File: config.mk
export PLATFORM = sky130hd
export DESIGN_NAME = adc_result_dispatcher
export DESIGN_NICKNAME = d
export VERILOG_FILES = /design/src/rtl/adcq_pkg.sv /design/src/rtl/adcq_fifo.sv /design/src/rtl/adcq_ctrl.sv /design/src/rtl/adcq_datapath.sv /design/src/rtl/adc_result_dispatcher.sv
export SDC_FILE = /design/constraint.sdc
export NUM_CORES = 1
export LEC_CHECK = 0
export BUFFER_PORTS_ARGS = -buffer_cell sky130_fd_sc_hd__buf_2
export CORE_MARGIN = 1
export CORE_UTILIZATION = 46
export DETAILED_ROUTE_END_ITERATION = 12
export HOLD_SLACK_MARGIN = 0.1
export PLACE_DENSITY_LB_ADDON = 0.1
export SETUP_SLACK_MARGIN = 0.02
export SLEW_MARGIN = 20
export SYNTH_ARGS = -nofsm -noshare
export SYNTH_HDL_FRONTEND = slang
export SYNTH_SLANG_ARGS = --single-unit
File: constraint.sdc
create_clock -name clk -period 5.55 [get_ports clk]
set_input_delay 1.3875 -clock clk [delete_from_list [all_inputs] [get_ports clk]]
set_output_delay 1.3875 -clock clk [all_outputs]
set_load 0.005 [all_outputs]
File: src/rtl/adcq_pkg.sv
package adcq_pkg;
  localparam int NUM_Q  = 4;
  localparam int QSEL_W = 2;
  localparam int CHAN_W = 4;
  localparam int WADR_W = 4;

  // word addresses of the non-queue registers
  localparam logic [WADR_W-1:0] ADDR_STATUS = 4'd8;
  localparam logic [WADR_W-1:0] ADDR_CTRL   = 4'd9;

  typedef enum logic [1:0] {
    RD_NONE   = 2'd0,
    RD_QUEUE  = 2'd1,
    RD_STATUS = 2'd2,
    RD_CTRL   = 2'd3
  } rdKind_e;

  typedef struct packed {
    logic [NUM_Q-1:0]  push;
    logic [NUM_Q-1:0]  pop;
    logic [NUM_Q-1:0]  ovfClr;
    logic              enWr;
    logic [NUM_Q-1:0]  enVal;
    rdKind_e           rdKind;
    logic [QSEL_W-1:0] rdQueue;
    logic              fmtLeft;
    logic              wide;
  } strobes_t;
endpackage

File: src/rtl/adcq_fifo.sv
module adcq_fifo #(
  parameter int WIDTH = 15,
  parameter int DEPTH = 4
) (
  input  logic             clk,
  input  logic             rstN,
  input  logic             push,
  input  logic             pop,
  input  logic [WIDTH-1:0] wrData,
  output logic [WIDTH-1:0] rdData,
  output logic             full,
  output logic             empty,
  output logic             dropped
);
  localparam int PW = (DEPTH > 1) ? $clog2(DEPTH) : 1;
  localparam int CW = $clog2(DEPTH + 1);

  logic [WIDTH-1:0] mem [DEPTH];
  logic [PW-1:0]    wrPtr, rdPtr;
  logic [CW-1:0]    count;
  logic             doPush, doPop;

  assign full    = (count == CW'(DEPTH));
  assign empty   = (count == '0);
  assign doPush  = push && !full;
  assign doPop   = pop && !empty;
  assign dropped = push && full;
  assign rdData  = mem[rdPtr];

  function automatic logic [PW-1:0] nextPtr(input logic [PW-1:0] p);
    return (p == PW'(DEPTH - 1)) ? '0 : p + 1'b1;
  endfunction

  always_ff @(posedge clk) begin
    if (doPush) mem[wrPtr] <= wrData;
  end

  always_ff @(posedge clk or negedge rstN) begin
    if (!rstN) begin
      wrPtr <= '0;
      rdPtr <= '0;
      count <= '0;
    end else begin
      if (doPush) wrPtr <= nextPtr(wrPtr);
      if (doPop)  rdPtr <= nextPtr(rdPtr);
      case ({doPush, doPop})
        2'b10:   count <= count + 1'b1;
        2'b01:   count <= count - 1'b1;
        default: count <= count;
      endcase
    end
  end

  a_r2_count_bound: assert property (@(posedge clk) disable iff (!rstN)
    32'(count) <= DEPTH);
  a_r10_full_empty_excl: assert property (@(posedge clk) disable iff (!rstN)
    !(full && empty));
  a_r4_full_refuses: assert property (@(posedge clk) disable iff (!rstN)
    (push && full && !pop) |=> (count == $past(count)));
  a_r8_empty_read_holds: assert property (@(posedge clk) disable iff (!rstN)
    (pop && empty && !push) |=> empty);
endmodule

File: src/rtl/adcq_ctrl.sv
module adcq_ctrl
  import adcq_pkg::*;
(
  input  logic              ctrlMode,
  input  logic              resValid,
  input  logic [QSEL_W-1:0] resQueue,
  input  logic              busSel,
  input  logic              busWrite,
  input  logic [WADR_W-1:0] busAddr,
  input  logic              busSize,
  input  logic [31:0]       busWdata,
  output strobes_t          stb
);
  logic isQueueAddr, rdAct, wrAct;
  logic unusedWdata;

  assign isQueueAddr = (busAddr < WADR_W'(2 * NUM_Q));
  assign rdAct       = busSel && !busWrite;
  assign wrAct       = busSel && busWrite;
  assign unusedWdata = ^busWdata[31:NUM_Q];

  always_comb begin
    stb = '0;
    for (int i = 0; i < NUM_Q; i++) begin
      stb.push[i] = resValid && ctrlMode && (resQueue == QSEL_W'(i));
      stb.pop[i]  = rdAct && isQueueAddr && (busAddr[QSEL_W-1:0] == QSEL_W'(i));
    end
    stb.ovfClr  = (wrAct && busAddr == ADDR_STATUS) ? busWdata[NUM_Q-1:0] : '0;
    stb.enWr    = wrAct && (busAddr == ADDR_CTRL);
    stb.enVal   = busWdata[NUM_Q-1:0];
    stb.rdQueue = busAddr[QSEL_W-1:0];
    stb.fmtLeft = busAddr[QSEL_W];
    stb.wide    = busSize;
    if (!rdAct)                      stb.rdKind = RD_NONE;
    else if (isQueueAddr)            stb.rdKind = RD_QUEUE;
    else if (busAddr == ADDR_STATUS) stb.rdKind = RD_STATUS;
    else if (busAddr == ADDR_CTRL)   stb.rdKind = RD_CTRL;
    else                             stb.rdKind = RD_NONE;
  end
endmodule

File: src/rtl/adcq_datapath.sv
module adcq_datapath
  import adcq_pkg::*;
#(
  parameter int RES_W       = 10,
  parameter int BIG_DEPTH   = 16,
  parameter int SMALL_DEPTH = 4
) (
  input  logic              clk,
  input  logic              rstN,
  input  strobes_t          stb,
  input  logic              resUnit,
  input  logic [CHAN_W-1:0] resChan,
  input  logic [RES_W-1:0]  resData,
  output logic [31:0]       busRdata,
  output logic [NUM_Q-1:0]  irqOut,
  output logic [NUM_Q-1:0]  dmaReq
);
  localparam int ENT_W = 1 + CHAN_W + RES_W;

  logic [ENT_W-1:0] headData [NUM_Q];
  logic [NUM_Q-1:0] fullVec, emptyVec, dropVec;
  logic [NUM_Q-1:0] ovfFlag, enReg;
  logic [ENT_W-1:0] newEntry;

  assign newEntry = {resUnit, resChan, resData};

  for (genvar g = 0; g < NUM_Q; g++) begin : g_queue
    localparam int QD = (g < 2) ? BIG_DEPTH : SMALL_DEPTH;
    adcq_fifo #(.WIDTH(ENT_W), .DEPTH(QD)) u_fifo (
      .clk     (clk),
      .rstN    (rstN),
      .push    (stb.push[g]),
      .pop     (stb.pop[g]),
      .wrData  (newEntry),
      .rdData  (headData[g]),
      .full    (fullVec[g]),
      .empty   (emptyVec[g]),
      .dropped (dropVec[g])
    );
  end

  always_ff @(posedge clk or negedge rstN) begin
    if (!rstN) begin
      ovfFlag <= '0;
      enReg   <= '0;
    end else begin
      ovfFlag <= (ovfFlag & ~stb.ovfClr) | dropVec;
      if (stb.enWr) enReg <= stb.enVal;
    end
  end

  assign irqOut = ~emptyVec & enReg;
  assign dmaReq = ~emptyVec & enReg;

  logic [ENT_W-1:0] head;
  logic [RES_W-1:0] val;
  logic [15:0]      halfWord, tagWord;

  always_comb begin
    head     = headData[stb.rdQueue];
    val      = head[RES_W-1:0];
    halfWord = stb.fmtLeft ? {1'b0, val, {(15-RES_W){1'b0}}}
                           : {{(16-RES_W){1'b0}}, val};
    tagWord  = {{(16-1-CHAN_W){1'b0}}, head[ENT_W-1:RES_W]};
    case (stb.rdKind)
      RD_QUEUE:  busRdata = emptyVec[stb.rdQueue] ? 32'h0
                          : (stb.wide ? {tagWord, halfWord} : {16'h0, halfWord});
      RD_STATUS: busRdata = {12'h0, emptyVec, 4'h0, fullVec, 4'h0, ovfFlag};
      RD_CTRL:   busRdata = {{(32-NUM_Q){1'b0}}, enReg};
      default:   busRdata = 32'h0;
    endcase
  end

  for (genvar g = 0; g < NUM_Q; g++) begin : g_chk
    a_r4_ovf_sticky: assert property (@(posedge clk) disable iff (!rstN)
      (ovfFlag[g] && !stb.ovfClr[g]) |=> ovfFlag[g]);
  end
endmodule

File: src/rtl/adc_result_dispatcher.sv
module adc_result_dispatcher
  import adcq_pkg::*;
#(
  parameter int RES_W       = 10,
  parameter int BIG_DEPTH   = 16,
  parameter int SMALL_DEPTH = 4
) (
  input  logic              clk,
  input  logic              rstN,
  input  logic              ctrlMode,
  input  logic              resValid,
  input  logic [QSEL_W-1:0] resQueue,
  input  logic              resUnit,
  input  logic [CHAN_W-1:0] resChan,
  input  logic [RES_W-1:0]  resData,
  input  logic              busSel,
  input  logic              busWrite,
  input  logic [WADR_W-1:0] busAddr,
  input  logic              busSize,
  input  logic [31:0]       busWdata,
  output logic [31:0]       busRdata,
  output logic [NUM_Q-1:0]  irqOut,
  output logic [NUM_Q-1:0]  dmaReq
);
  strobes_t stb;

  adcq_ctrl u_ctrl (
    .ctrlMode (ctrlMode),
    .resValid (resValid),
    .resQueue (resQueue),
    .busSel   (busSel),
    .busWrite (busWrite),
    .busAddr  (busAddr),
    .busSize  (busSize),
    .busWdata (busWdata),
    .stb      (stb)
  );

  adcq_datapath #(
    .RES_W       (RES_W),
    .BIG_DEPTH   (BIG_DEPTH),
    .SMALL_DEPTH (SMALL_DEPTH)
  ) u_dp (
    .clk      (clk),
    .rstN     (rstN),
    .stb      (stb),
    .resUnit  (resUnit),
    .resChan  (resChan),
    .resData  (resData),
    .busRdata (busRdata),
    .irqOut   (irqOut),
    .dmaReq   (dmaReq)
  );
endmodule

# Yosys cells after proc, flatten, opt, wreduce, memory -nomap -nowiden

Memories as Yosys holds them, arrays and structs flattened.
Cells that the tools add are included.

Bits in read-only memories: 0
Input bits: 60
Logic and storage cells: 153
Bits in registers: 48
Output and inout port bits: 40
Bits in writable memories: 600
Memories kept: 4
Bits in latches: 0

Magnitude comparators: 3
Equal/unequal tests: 31
Add/subtract/negate cells: 16
Bitwise gates (word level): 6
Reduce and logical (&&, ||, !) cells: 45
Divide/modulo/power cells: 0
Muxes and demuxes: 34
Shift operators: 0
Multipliers: 0

Memories:

| memory                     | words | width | read ports | clocked after memory_dff | wr ports | RTL line        | RTL |
|---|---|---|---|---|---|---|---|
| u_dp.g_queue[0].u_fifo.mem | 16    | 15    | 1          | 0                        | 1        | adcq_fifo.sv:18 | `logic [WIDTH-1:0] mem [DEPTH];` |
| u_dp.g_queue[1].u_fifo.mem | 16    | 15    | 1          | 0                        | 1        | adcq_fifo.sv:18 |  |
| u_dp.g_queue[2].u_fifo.mem | 4     | 15    | 1          | 0                        | 1        | adcq_fifo.sv:18 |  |
| u_dp.g_queue[3].u_fifo.mem | 4     | 15    | 1          | 0                        | 1        | adcq_fifo.sv:18 |  |

Operators with widths:

| cell                  | number |
|---|---|
| $pmux W32 S3          | 1 |
| $mux W15              | 3 |
| $mux W32              | 1 |
| $bmux W15 S2          | 1 |
| $eq A2 B2 Y1 const B  | 14 |
| $logic_and A1 B1 Y1   | 26 |
| $eq A4 B4 Y1 const B  | 6 |
| $mux W21              | 1 |
| $mux W4               | 5 |
| $pmux W5 S2           | 2 |
| $add A4 B1 Y4 const B | 4 |
| $mux W2               | 8 |
| $eq A2 B1 Y1 const B  | 7 |
| $pmux W3 S2           | 2 |
| $add A5 B1 Y5 const B | 2 |
| $eq A5 B5 Y1 const B  | 2 |
| $logic_not A5 Y1      | 2 |
| $sub A5 B1 Y5 const B | 2 |
| $logic_not A1 Y1      | 9 |
| $mux W1               | 9 |
| $add A2 B1 Y2 const B | 4 |
| $and A4 B4 Y4         | 2 |
| $not A4 Y4            | 2 |
| $reduce_bool A2 Y1    | 4 |
| 11 further kinds      | 16 |

# Longest topological paths before layout

Gate-level depths: netlist (run 1).

Word-level depth: 8
Depth in mapped cells: 13

# Cells and area by module

Synthesis (run 1) repeated with hierarchy kept, for this count alone.

Cell total of the unflattened synthesis: 1433
Area, all modules: 27032.2 um^2

Modules (own cells, without submodules):

| module                                  | instances | cells an instance | sequential area each (um^2) | area each (um^2) |
|---|---|---|---|---|
| adcq_fifo at u_dp.g_queue[0].u_fifo     | 1         | 531               | 7532.2                      | 10084.7 |
| adcq_fifo at u_dp.g_queue[1].u_fifo     | 1         | 499               | 7532.2                      | 10032.1 |
| adcq_fifo at u_dp.g_queue[2].u_fifo ... | 2         | 120               | 1976.9                      | 2691.3 |
| adcq_datapath                           | 1         | 127               | 200.2                       | 1286.2 |
| adcq_ctrl                               | 1         | 36                | 0.0                         | 246.5 |

# Worst setup path after synthesis (run 1)

Ideal clock, no wire load.

Kind: input to output
Start: input port busAddr[1]
End: output port busRdata[9]
Stages: 7
Path slack: 1391 ps
Arrival time: 2771 ps
Required time: 4163 ps
Cells stage by stage: buf_2 > or3b_2 > clkbuf_1 > buf_2 > o211ai_1 > a211oi_1 > a22oi_1

Word-level cells in the longest chain between the ends: 8
Elaborated cells between the ends (all ways): 20
Those cells by class: order compare: 1; eq/ne: 5; mux: 13; bitwise: 1

RTL lines:

| what                                         | RTL line                    | RTL |
|---|---|---|
| from (decl)                                  | adc_result_dispatcher.sv:18 | `input logic [WADR_W-1:0] busAddr,` |
| $not A2 Y3 (implied by the code)             | adcq_datapath.sv:60         | `head = headData[stb.rdQueue];` |
| $bmux W15 S2                                 | adcq_datapath.sv:60         |  |
| $mux W15 (implied by the code) (2 in series) | adcq_datapath.sv:60         |  |
| $mux W15                                     | adcq_datapath.sv:62         | `halfWord = stb.fmtLeft ? {1'b0, val, {(15-RES_W){1'b0}}}` |
| $mux W21                                     | adcq_datapath.sv:67         | `: (stb.wide ? {tagWord, halfWord} : {16'h0, halfWord});` |
| $mux W32                                     | adcq_datapath.sv:66         | `RD_QUEUE: busRdata = emptyVec[stb.rdQueue] ? 32'h0` |
| $pmux W32 S3 *                               | adcq_datapath.sv:65         | `case (stb.rdKind)` |
| to (decl)                                    | adc_result_dispatcher.sv:21 | `output logic [31:0] busRdata,` |

Every way passes the cells marked *; elsewhere a longest branch is shown, timed or not. The select of a mux whose other input is x is not followed.

# Final worst setup path (run 1)

Start: register u_dp.g_queue[1].u_fifo.rdPtr[0]
End: output port busRdata[17]

Word-level cells in the longest chain between the ends: 7

RTL lines:

| what                                         | RTL line            | RTL |
|---|---|---|
| from (decl)                                  | adcq_fifo.sv:19     | `logic [PW-1:0] wrPtr, rdPtr;` |
| from (signal assigned)                       | adcq_fifo.sv:45     | `if (doPop) rdPtr <= nextPtr(rdPtr);` |
| $mem_v2 Z16 W15                              | n/a                 |  |
| $bmux W15 S2                                 | adcq_datapath.sv:60 |  |
| $mux W15 (implied by the code) (2 in series) | adcq_datapath.sv:60 |  |
| $mux W21                                     | adcq_datapath.sv:67 |  |
| $mux W32                                     | adcq_datapath.sv:66 |  |
| $pmux W32 S3                                 | adcq_datapath.sv:65 |  |

No other way between the ends. The select of a mux whose other input is x is not followed.

==> run metrics, run 1 <==
leakage=around 10 nW; Min Hold Slack=0.492 ns; status=finished clean; First DRT Iteration DRCs=902; post-CTS setup buffer count=0; hold depth=1; hold endpoint=u_dp.g_queue[2].u_fifo.count[2]$_DFFE_PN0P_; first-pass GRT wire length=90100 um; Core ar.=roughly 57000 um2; synthesized flop and latch total=about 650; initial core utilization=0.469; Crit path arrival time=3.70 ns; drt pass-1 iters=5; final slew viol count=0; maximum number of pins on one net before global-route repair=roughly 50; CTS clk-pin slew, worst paths=0.06 ns; Fin Clk Skew=0.0135 ns; internal reg-to-reg setup slack=2.16 ns; Seq/Total Area, Yosys=0.721; peak supply drop=0.308 mV; Die X=243 um; CP Launch Type=flip-flop; Synth Instances=around 1500; critical path type=reg2out; Final Cell Area=30000 um2; Synth warnings=0; Synth Flop Type=edfxtp_1; Crit Path Max Fanout=40; post-route ant nets=0; Worst Hold Launch=u_dp.g_queue[2].u_fifo.count[2]$_DFFE_PN0P_; Fin. Hold Viols=0; Final period util=0.916; synthesized area per cell=18.2 um2; gpl congestion=0.877; Setup Viol. Count Final=0; Hold/Removal Path Class=reg2reg; Max-cap violations=0; die height=243 um; DRC errors left=0; clock tree buffer depth=3; power density over cell area=432 nW/um2; input/output buffers=59; depth of the worst register-to-register path=10; number of CTS-inserted buffers=70; Vias=13300; Synth area leader=edfxtp_1; Slew @ Worst Pin=1.03 ns; final core occ=0.527; initial antenna violation count=4; CTS resizes=0; critical path capture point type=output pin; die area=58900 um2; top post-synthesis cells by area=edfxtp_1 68%, mux2i_1 5.6%, mux4_2 5.3%, dfrtp_1 4.5%, mux4_1 3.0%; Post-DP Area=between 20000 and 30000 um2; clock root cell=clkbuf_16; Worst EP required=~4.2 ns; Peak Freq=~200 MHz; total length of routed wires=61200 um; Final Critical Period=about 5.1 ns; worst r2r dst=u_dp.g_queue[0].u_fifo.count[4]$_DFFE_PN0P_; Power Total=13.0 mW; DR WL/cell=25.8 um; Syn-to-layout area delta=12.5%; Clock Sinks=approximately 650; crit path from=u_dp.g_queue[1].u_fifo.rdPtr[0]$_DFFE_PN0P_; setup_tns=0 ns; top-area cell type share of the netlist area=0.676; Rows=87; layout cell share with drive strength beyond 1=0.188; vias in the first global route=13400; Post-synth EDFFs=600; Max transition margin=0.312; grt total ovfl=0; Async S/R FF share, synth=0.0741; final net count=approximately 1700; HPWL after detailed placement=37800 um; post-cts hold buffer count=0; post-synth cell types=61; Post-Syn Area=26600 um2; Fill cells=4634; worst-skew pair later-pin latency=0.59 ns; H-tree depth=3; reg2reg start=u_dp.g_queue[0].u_fifo.count[0]$_DFFE_PN0P_; DR vias/cell=about 5.6; CTS tree=yes; RSZ-0062 raised after global routing=no; GRT Total Usage=0.212; Ports=100
-- worst max path at each step --
stage                   endpoint  slack [ns]  cells after the start
floorplan            busRdata[9]        1.39                      7
global placement    busRdata[10]        0.63                      7
CTS                 busRdata[18]        0.44                      8
finish              busRdata[17]        0.47                      8
global route        busRdata[18]        0.32                      8
detailed placement  busRdata[10]        0.60                      7
-- critical path: stages (launching register included) --
cell and delay [ns]:
dfrtp_4 0.89, buf_12 0.29, mux4_2 0.52, mux2i_1 0.33, a21oi_1 0.25, a221oi_1 0.30, o21ai_0 0.17, buf_4 0.20
buf_2 0.13
-- metal layers --
metal	track usage	wire [um]	vias up
met1	0.297	27300	6845
li1	-	-	6024
met2	0.340	29400	317
met4	0.0536	1260	0
met5	0	0	-
met3	0.0431	3200	77
-- kinds of logic after synthesis --
| kind of cell | after synthesis | synth area share |
|---|---|---|
| flops | 648 | 0.721 |
| mux | 268 | 0.150 |
| simple gates | 240 | 0.0461 |
| compound gates | 146 | 0.0370 |
| buf+inv | 106 | 0.0220 |
| fa+ha+maj | 34 | 0.0171 |
| xor+xnor | 20 | 0.00657 |
| other cells | 1 | 0.000141 |
-- stage by stage --
stage / setup slack [ns] / cells
6_report: 0.465 / 2370
3_3_place_gp: 0.626 / 2248
2_1_floorplan: 1.39 / 1474
3_5_place_dp: 0.600 / 2248
4_1_cts: 0.436 / 2369
5_1_grt: 0.315 / 2369
-- power breakdown --
group | switching [mW] | internal [mW]
registers | 0.439 | 5.54
clock network | 1.80 | 2.58
logic | 1.34 | 1.27
total | 3.57 | 9.39
-- area by class of cell --
| class | count | area (um2) | share of cell area |
|---|---|---|---|
| flip-flops and latches | 648 | 19200 | 0.642 |
| well taps | 756 | 946 | 0.0316 |
| clock buffers | 97 | 1950 | 0.0650 |
| multi-input cells | 720 | 6900 | 0.230 |
| clock inverters | 24 | 185 | 0.00618 |
| diodes | 1 | 2.50 | 0.0000835 |
| repair buffers | 104 | 683 | 0.0228 |
| inverters | 20 | 75.1 | 0.00250 |
-- flip-flops by register name, indices dropped and copies added, names as in the netlist --
signal / cells
u_dp.g_queue.u_fifo.rdPtr: 12
u_dp.g_queue.u_fifo.count: 16
u_dp.enReg: 4
u_dp.g_queue.u_fifo.mem: 600
u_dp.ovfFlag: 4
u_dp.g_queue.u_fifo.wrPtr: 12
-- cells in the mapped netlist, types with 6 or more instances --
library cell,n
nand4_1,11
xnor2_1,10
a21oi_1,23
nand2_1,72
a211oi_1,10
dfrtp_1,48
nor2b_1,20
mux2_2,27
clkbuf_1,19
ha_1,30
a22oi_1,36
nor3_1,13
o21ai_0,26
buf_2,18
mux4_2,63
and2_1,27
xor2_1,10
o22ai_1,17
buf_1,10
buf_4,32
mux2i_1,148
buf_6,6
mux4_1,30
a31oi_1,7
edfxtp_1,600
inv_1,20
nor2_1,38
nand3_1,32
-- placed cells by master, fill, tap and decap left out, types with 6 or more instances in the layout --
cell,n
edfxtp_1,600
mux2i_1,148
clkbuf_16,73
nand2_1,72
mux4_2,63
buf_2,59
dfrtp_1,43
buf_4,41
nor2_1,38
a22oi_1,36
nand3_1,32
mux4_1,30
ha_1,30
mux2_2,27
and2_1,27
o21ai_0,26
a21oi_1,23
clkbuf_1,21
inv_1,20
nor2b_1,20
o22ai_1,17
conb_1,12
clkinv_1,12
nand4_1,11
a211oi_1,10
xnor2_1,10
xor2_1,10
nor3_1,9
a31oi_1,7
clkinv_2,7
nor3_2,6
Power figures use the tool's default switching activity.
==> run 2: changes to the inputs <==
- HOLD_SLACK_MARGIN: 0.1 -> 0.08
- SETUP_SLACK_MARGIN: 0.02 -> default
- SYNTH_HIERARCHICAL: default -> 1
==> run 2 against run 1 <==
Clock power is essentially flat. Synthesized cell count shrank 2.1%. Routed wire length grew 2.4%. Hold slack lost 0.016 ns. Clock skew grew 0.014 ns. Sequential power is essentially flat. Via count grew 3.2%. Global-route usage grew 0.33 points. Critical path type unchanged.
==> run metrics, run 2 <==
status=finished clean; Clock Sinks=648 (unchanged); drt pass-1 iters=7 (+2); top-area cell type share of the netlist area=0.667 (-0.00967); Power Total=13.1 mW (+1.1%); die height=244 um (+0.72%); final slew viol count=0 (unchanged); depth of the worst register-to-register path=9 (-1); Max-cap violations=0 (unchanged); synthesized flop and latch total=648 (unchanged); peak supply drop=0.263 mV (-15%); Peak Freq=199 MHz (+1.2%); Switch Pwr=3.70 mW (+3.4%); combinational power share=0.212 (+0.011); top post-synthesis cells by area=edfxtp_1 67%, mux4_2 8.7%, dfrtp_1 4.4%, mux2i_1 4.1%, ha_1 1.4%; Seq/Total Area, Yosys=0.711 (-0.0103); critical path type=reg2out; grt total ovfl=0 (unchanged); Die X=244 um (+0.72%); CTS clk-pin slew, worst paths=0.06 ns (about the same); Biggest register=u_dp/g_queue.u_fifo/mem; Final Critical Period=5.02 ns (-0.0608 ns); Power Internal=9.41 mW (+0.29%); DRC errors left=0 (unchanged); CP Launch Type=flip-flop; Largest regs=u_dp/g_queue.u_fifo/mem (600), u_dp/g_queue.u_fifo/count (16); Synth area leader=edfxtp_1; Synth Instances=1433 (-2.1%); Post-synth top cells=600 x edfxtp_1, 111 x mux2i_1, 104 x mux4_2, 48 x dfrtp_1; final net count=1629 (-1.7%); Ports=100 (unchanged); gpl congestion=0.770 (-12%); Final period util=0.905 (-0.0110); DR WL/cell=26.6 um (+2.9%); clock tree buffer depth=3 (unchanged); Post-Syn Area=27000 um2 (+1.5%); critical path capture point type=output pin; clock group share of total power=0.333 (-0.004); Core ar.=57900 um2 (+1.9%); initial antenna violation count=2 (-2); sequential share of power=0.455 (-0.006); synthesized area per cell=18.9 um2 (+3.6%); commonest non-fill, non-tap cells in the layout=600 x edfxtp_1, 111 x mux2i_1, 104 x mux4_2; post-CTS setup buffer count=0 (unchanged); setup_tns=0 ns (unchanged); power density over cell area=432 nW/um2 (about the same); input/output buffers=59 (unchanged); First DRT Iteration DRCs=1197 (+33%); Post-DP Area=28200 um2 (+1.2%); Slew @ Worst Pin=0.983 ns (-0.0488 ns); HPWL after detailed placement=38600 um (+2.1%); post-synth cell types=70 (+15%); Async S/R FF share, synth=0.0741 (unchanged); GRT Total Usage=0.215 (+0.00326); Worst EP required=4.16 ns (about the same); Synth warnings=6 (+6); multi-input combinational cell area=7080 um2 (+2.5%); first-pass GRT wire length=92200 um (+2.4%); max reg flops=600 (unchanged); post-cts hold buffer count=0 (unchanged); Fin. Hold Viols=0 (unchanged); worst-skew pair later-pin latency=0.60 ns (about the same); Crit Path Max Fanout=21 (-48%); total length of routed wires=62600 um (+2.4%); die area=59700 um2 (+1.4%); most common cell after layout, fill and taps aside=edfxtp_1; Synth Flop Type=edfxtp_1; H-tree depth=3 (unchanged); Final Cell Area=30300 um2 (+1.1%); hold depth=1 (unchanged); Rows=88 (+1.1%); CTS tree=yes; maximum number of pins on one net before global-route repair=49 (unchanged); Post-synth EDFFs=600 (unchanged); initial core utilization=0.467 (-0.00218); Vias=13700 (+3.2%); Hold/Removal Path Class=reg2reg; clock root cell=clkbuf_16; Max transition margin=0.345 (+0.0326); number of CTS-inserted buffers=69 (-1.4%); vias in the first global route=13600 (+1.0%); Syn-to-layout area delta=12.1%; post-route ant nets=0 (unchanged); Reg area=19200 um2 (unchanged); switching part of the total=0.282 (+0.00607); top-count cell post-synth=edfxtp_1; Setup Viol. Count Final=0 (unchanged); leakage=10.2 nW (+1.3%); Fin Clk Skew=0.0271 ns (+0.0136 ns); RSZ-0062 raised after global routing=no; CTS resizes=0 (unchanged); layout cell share with drive strength beyond 1=0.237 (+0.0488); DR vias/cell=5.81 (+3.8%); Fill cells=4702 (+1.5%); Crit path arrival time=3.64 ns (-0.06 ns)
-- run 2: cell count changes after synthesis, sizes merged, moves of 14 or more --
cell,before,now
buf,66,80
a221oi,5,30
nand3,32,7
nand2,72,46
mux4,93,118
o22ai,17,3
a32oi,0,15
o21ai,27,42
mux2i,148,111
-- run 2: stage by stage --
| stage | hold WS, ns | utilization | setup slack [ns] | instances |
|---|---|---|---|---|
| after CTS | 0.478 | 0.523 | 0.421 | 2354 |
| final | 0.476 | 0.523 | 0.526 | 2357 |
| after global routing | 0.496 | 0.523 | 0.247 | 2354 |
| after global placement | 0.455 | 0.487 | 0.693 | 2229 |
| after detailed placement | 0.465 | 0.487 | 0.632 | 2229 |
| after floorplan | 0.445 | - | 1.05 | 1444 |
-- run 2: area by class of cell --
type	instances	share of cell area
clock buffer	89	0.0605
sequential	648	0.634
tap	765	0.0316
multi-input combinational	666	0.233
clock inverter	36	0.00966
antenna	3	0.000248
inverter	30	0.00372
timing repair buffer	120	0.0265
-- run 2: cells by family (layout without fill, tap and decap cells) --
logic type	Yosys count	in the layout	synth area share
flip-flops	648	648	0.711
multiplexers	252	252	0.152
AND/OR/NAND/NOR	184	184	0.0387
AO/OA/AOI/OAI	166	166	0.0454
buffers and inverters	130	275	0.0304
adder cells (fa/ha/maj)	34	34	0.0168
XOR/XNOR	18	18	0.00583
other	1	15	0.000139
-- run 2: power by group through the flow --
stage	sequential [mW]	combinational (mW)	clock (mW)
after global placement	6.06	2.77	0
after floorplan	5.76	2.25	0
after CTS	5.97	2.82	4.48
after detailed placement	6.07	2.80	0
after global routing	6.01	2.98	4.67
final	5.96	2.77	4.37
-- run 2: worst paths after layout --
kind / from / end / slack, ns
worst min register to register: u_dp/ovfFlag[3]$_DFF_PN0_ / u_dp/ovfFlag[3]$_DFF_PN0_ / 0.48
max in group asynchronous: rstN / u_dp/g_queue[1].u_fifo/rdPtr[0]$_DFFE_PN0P_ / 4.03
worst max-delay path: u_dp/g_queue[0].u_fifo/rdPtr[0]$_DFFE_PN0P_ / busRdata[9] / 0.53
worst max register to register: u_dp/g_queue[0].u_fifo/count[1]$_DFFE_PN0P_ / u_dp/g_queue[0].u_fifo/count[4]$_DFFE_PN0P_ / 2.66
worst min-delay path: u_dp/ovfFlag[3]$_DFF_PN0_ / u_dp/ovfFlag[3]$_DFF_PN0_ / 0.48
min in group asynchronous: rstN / u_dp/g_queue[0].u_fifo/wrPtr[0]$_DFFE_PN0P_ / 0.92
-- run 2: layer usage --
layer / share of wire / GRT usage / vias up
met5: 0.00042 / 0 / -
met4: 0.026 / 0.0680 / 4
met3: 0.057 / 0.0413 / 100
met2: 0.46 / 0.328 / 411
met1: 0.45 / 0.313 / 7219
li1: - / - / 5958
-- run 2: critical path: stages (launching register included) --
cell and delay [ns]:
dfrtp_4 0.69, buf_4 0.34, mux4_2 0.62, a22oi_1 0.20
nand2_1 0.18, mux4_2 0.53, a221o_1 0.33, buf_2 0.13
